`config.mk`:
```
export PLATFORM = sky130hd
export DESIGN_NAME = burst_addr_gen
export DESIGN_NICKNAME = d
export VERILOG_FILES = /design/src/rtl/burst_addr_pkg.sv /design/src/rtl/burst_ctrl.sv /design/src/rtl/burst_path.sv /design/src/rtl/burst_addr_gen.sv
export SDC_FILE = /design/constraint.sdc
export NUM_CORES = 1
export LEC_CHECK = 0
export BUFFER_PORTS_ARGS = -buffer_cell sky130_fd_sc_hd__buf_2
export CORE_MARGIN = 1.5
export CORE_UTILIZATION = 39
export DETAILED_ROUTE_END_ITERATION = 8
export PLACE_DENSITY = 0.73
export SLEW_MARGIN = 30
export SYNTH_ARGS = -nofsm -noshare
export SYNTH_HDL_FRONTEND = slang
export SYNTH_SLANG_ARGS = --single-unit
```
`constraint.sdc`:
```
create_clock -name clk -period 1 [get_ports clk]
set_input_delay 0.3 -clock clk [delete_from_list [all_inputs] [get_ports clk]]
set_output_delay 0.3 -clock clk [all_outputs]
set_load 0.02 [all_outputs]
```
`src/rtl/burst_addr_pkg.sv`:
```
package burst_addr_pkg;
  // Strobes from the control section to the address datapath
  typedef struct packed {
    logic load;  // capture external address, restart beat count
    logic step;  // move to next beat
  } burstStrobe_t;
endpackage

```
`src/rtl/burst_ctrl.sv`:
```
module burst_ctrl
  import burst_addr_pkg::*;
(
  input  logic         clk,
  input  logic         rstN,
  input  logic         procStart,
  input  logic         ctrlStart,
  input  logic         chipSel,
  input  logic         advance,
  output burstStrobe_t strobe,
  output logic         accessValid,
  output logic         accessAdvanced
);
  logic validQ;
  logic advQ;
  logic loadReq;

  // Controller strobe is unconditional; processor strobe needs selection.
  always_comb begin
    loadReq      = ctrlStart | (procStart & chipSel);
    strobe.load  = loadReq;
    strobe.step  = ~loadReq & advance & validQ;
  end

  always_ff @(posedge clk) begin
    if (!rstN) begin
      validQ <= 1'b0;
      advQ   <= 1'b0;
    end else begin
      validQ <= validQ | loadReq;
      advQ   <= strobe.step;
    end
  end

  assign accessValid    = validQ;
  assign accessAdvanced = advQ;
endmodule

```
`src/rtl/burst_path.sv`:
```
module burst_path
  import burst_addr_pkg::*;
#(
  parameter int ADDR_W = 15,
  parameter int BEAT_W = 2
) (
  input  logic              clk,
  input  logic              rstN,
  input  burstStrobe_t      strobe,
  input  logic [ADDR_W-1:0] extAddr,
  input  logic              linearOrder,
  output logic [ADDR_W-1:0] arrAddr
);
  localparam int UPPER_W = ADDR_W - BEAT_W;

  logic [UPPER_W-1:0] upperQ;
  logic [BEAT_W-1:0]  baseQ;
  logic [BEAT_W-1:0]  beatQ;
  logic [BEAT_W-1:0]  lowSel;

  always_ff @(posedge clk) begin
    if (!rstN) begin
      upperQ <= '0;
      baseQ  <= '0;
      beatQ  <= '0;
    end else if (strobe.load) begin
      upperQ <= extAddr[ADDR_W-1:BEAT_W];
      baseQ  <= extAddr[BEAT_W-1:0];
      beatQ  <= '0;
    end else if (strobe.step) begin
      beatQ  <= beatQ + 1'b1;
    end
  end

  // Order applied after the counter: one adder or one XOR level
  always_comb begin
    if (linearOrder) lowSel = baseQ + beatQ;
    else             lowSel = baseQ ^ beatQ;
  end

  assign arrAddr = {upperQ, lowSel};
endmodule

```
`src/rtl/burst_addr_gen.sv`:
```
module burst_addr_gen
  import burst_addr_pkg::*;
#(
  parameter int ADDR_W = 15,
  parameter int BEAT_W = 2
) (
  input  logic              clk,
  input  logic              rstN,
  input  logic [ADDR_W-1:0] extAddr,
  input  logic              procStart,
  input  logic              ctrlStart,
  input  logic              chipSel,
  input  logic              advance,
  input  logic              linearOrder,
  output logic [ADDR_W-1:0] arrAddr,
  output logic              accessValid,
  output logic              accessAdvanced
);
  burstStrobe_t strobe;

  burst_ctrl u_ctrl (
    .clk            (clk),
    .rstN           (rstN),
    .procStart      (procStart),
    .ctrlStart      (ctrlStart),
    .chipSel        (chipSel),
    .advance        (advance),
    .strobe         (strobe),
    .accessValid    (accessValid),
    .accessAdvanced (accessAdvanced)
  );

  burst_path #(.ADDR_W(ADDR_W), .BEAT_W(BEAT_W)) u_path (
    .clk         (clk),
    .rstN        (rstN),
    .strobe      (strobe),
    .extAddr     (extAddr),
    .linearOrder (linearOrder),
    .arrAddr     (arrAddr)
  );
endmodule

```
==> impl_metrics.env <==
export IMPL_status="finished, violations left"
export IMPL_violations="negative setup slack"
export IMPL_end_kind="output pin"
export IMPL_ys_seq_area_share_pct=48.6
export IMPL_yosys_cell_types_count=15
export IMPL_cts_root_buf="clkbuf_4"
export IMPL_whs_ns=0.235
export IMPL_grt_pass1_vias=656
export IMPL_port_buffers=38
export IMPL_worstPathArrival_ns=1.15
export IMPL_placed_cells=147
export IMPL_start_kind="register"
export IMPL_grt_max_degree=18
export IMPL_drc=0
export IMPL_drt_wl_total_um=1660
export IMPL_cts_buffer_depth=2
export IMPL_antenna_found_initial=0
export IMPL_io_pins=39
export IMPL_regArea_um2=409
export IMPL_htreeDepth=1
export IMPL_die_w_um=47.8
export IMPL_period_minus_slack_ns=1.45
export IMPL_cts_buffers=3
export IMPL_period_share_pct=145
export IMPL_nets=152
export IMPL_syn_num_nets=105
export IMPL_worstPathRequired_ns=0.70
export IMPL_grt_pass1_wl_um=2620
export IMPL_cts_reportedPaths_clkPinSlew_ns=0.11
export IMPL_worst_hold_path_type="primary input to register"
export IMPL_layout_commonest_cell="nand2_1"
export IMPL_antenna_cells=0
export IMPL_synth_seq_cells=19
export IMPL_slowest_delay_ns=0.39
export IMPL_grt_remaining_overflow=0
export IMPL_fmax_ghz=0.692
export IMPL_rows=16
export IMPL_multi_input_area_um2=438
export IMPL_finalPower_mw=1.58
export IMPL_slew_viol_final=0
export IMPL_die_area_um2=2290
export IMPL_rr_worst_depth=5
export IMPL_power_density_nw_per_um2=1240
export IMPL_drive_gt1_share_pct=65.6
export IMPL_maxCapViolations=0
export IMPL_gr_usage_all_layers_pct=16.1
export IMPL_hold_buffers=0
export IMPL_path_buf_inv=1
export IMPL_drt_iter0_drc=5
export IMPL_crit_type="register to output pin"
export IMPL_finalWorstSetupSlack_ns=-0.446
export IMPL_vias=705
export IMPL_vias_per_cell=4.55
export IMPL_min_path_cells=3
export IMPL_final_area_um2=1270
export IMPL_finClkSkew_ns=0.000443
export IMPL_wl_per_cell_um=10.7
export IMPL_worstMarginPinSlew_ns=0.248
export IMPL_ir_drop_v=0.000710
export IMPL_die_y_um=47.8
export IMPL_core_area_um2=1920
export IMPL_cts_tree="yes"
export IMPL_worstPathCellList="xor2_4 -> xnor2_4 -> buf_6"
export IMPL_clk_latency_ns=0.28
export IMPL_final_cell_mix="nand2_1 (31), buf_2 (21), buf_6 (17), dfxtp_2 (17), a21boi_2 (9)"
export IMPL_syn_avg_cell_area_um2=9.55
export IMPL_placed_cell_area_um2=1060
export IMPL_ant_nets=0
export IMPL_max_slew_margin_pct=83.5
export IMPL_netlist_instances=82
export IMPL_first_pass_iters=4
export IMPL_hold_viol=0
export IMPL_area_growth_pct=62.0
export IMPL_power_leakage_nw=0.563
export IMPL_cts_sinks=19
export IMPL_rsz0062_at_grt="true"
export IMPL_layout_cells_non_filler=155
export IMPL_post_dp_hpwl_um=1180
export IMPL_crit_slowest_cell="dfxtp_4"
export IMPL_cp_max_fo=2
export IMPL_pre_cts_ws_ns=-0.208
export IMPL_synth_warnings=0
export IMPL_nFillCells=172
export IMPL_start_util_pct=40.8
export IMPL_synth_area_um2=783
export IMPL_gp_congestion=0.684
export IMPL_worstSetupPathDepth=3
export IMPL_setup_violations=17
export IMPL_critical_path_top_delay_family="flip-flops"
[kinds of logic (layout without fill, tap and decap cells)]
kind of cell               Yosys count  count (layout)  synth area share (%)
AOI/OAI and AO/OA                   18              18                  23.6
xor gates and xnor gates             4               4                  4.47
adders and majority gates            1               1                  1.60
buffers and inverters                3              49                  3.51
DFF                                 19              19                  48.6
and+or+nand+nor                     37              37                  18.2
[cell type report]
| class | count | area share, % |
|---|---|---|
| multi-input cells | 60 | 34.5 |
| flip-flops and latches | 19 | 32.2 |
| repair buffers | 45 | 28.5 |
| well taps | 27 | 2.66 |
| clock buffers | 4 | 2.07 |
[timing repair]
| action | 4_1_cts | 5_1_grt |
|---|---|---|
| resized for setup | 52 | 2 |
| pin swaps | 1 | 3 |
| buffers inserted | 3 | 1 |
| gates cloned | 0 | 0 |
| endpoints found under the setup margin | 17 | 18 |
[synth_stat cells (all sizes together)]
cell type  number  area [um^2]
nand2          33          126
dfxtp          19          380
a21boi         15          146
buf             3         27.5
nor2            3         11.3
xor2            3         26.3
a21o            1         15.0
a21oi           1         16.3
ha              1         12.5
nand3           1         5.00
o21a            1         7.51
xnor2           1         8.76
[path summary, 6_finish.rpt]
path | from | end | slack, ns
hold / removal | extAddr[5] | u_path.upperQ[3] | 0.24
hold reg to reg | u_path.upperQ[0] | u_path.upperQ[0] | 0.47
setup reg to reg | u_path.beatQ[0] | u_path.beatQ[1] | 0.07
setup / recovery | u_path.baseQ[1] | arrAddr[1] | -0.45
[worst register-to-register path, stage by stage (launching register included)]
cell and delay [ns]:
dfxtp_2 0.35, buf_4 0.13, buf_4 0.13, nand3_2 0.05, xor2_1 0.14, nor2_1 0.05
[per-layer routing]
metal,routed length (um),part of all wire [%],global-route usage (%)
met5,0,0,0
met4,9,0.54,4.86
met3,86,5.2,2.64
met2,908,55,28.8
met1,653,39,19.7
[per-stage QoR]
step	setup TNS [ns]	utilization [%]
final	-1.53	66.0
after global routing	-2.15	66.0
after CTS	-1.58	65.2
after detailed placement	-0.319	55.4
after global placement	-0.197	55.4
after floorplan	-0.0515	-
[state kept, by name (all words and copies together) (netlist names)]
register and flops:
u_path.baseQ 2, u_path.beatQ 2, u_path.upperQ 13, u_ctrl.accessAdvanced 1, u_ctrl.accessValid 1
[power breakdown]
group          leakage [nW]  switching, mW  internal, mW  total [mW]
combinational         0.384          0.166         0.189       0.355
clock                0.0150          0.229         0.155       0.384
sequential            0.164         0.0334         0.804       0.838
No activity file was read; power rests on OpenSTA's default activity.
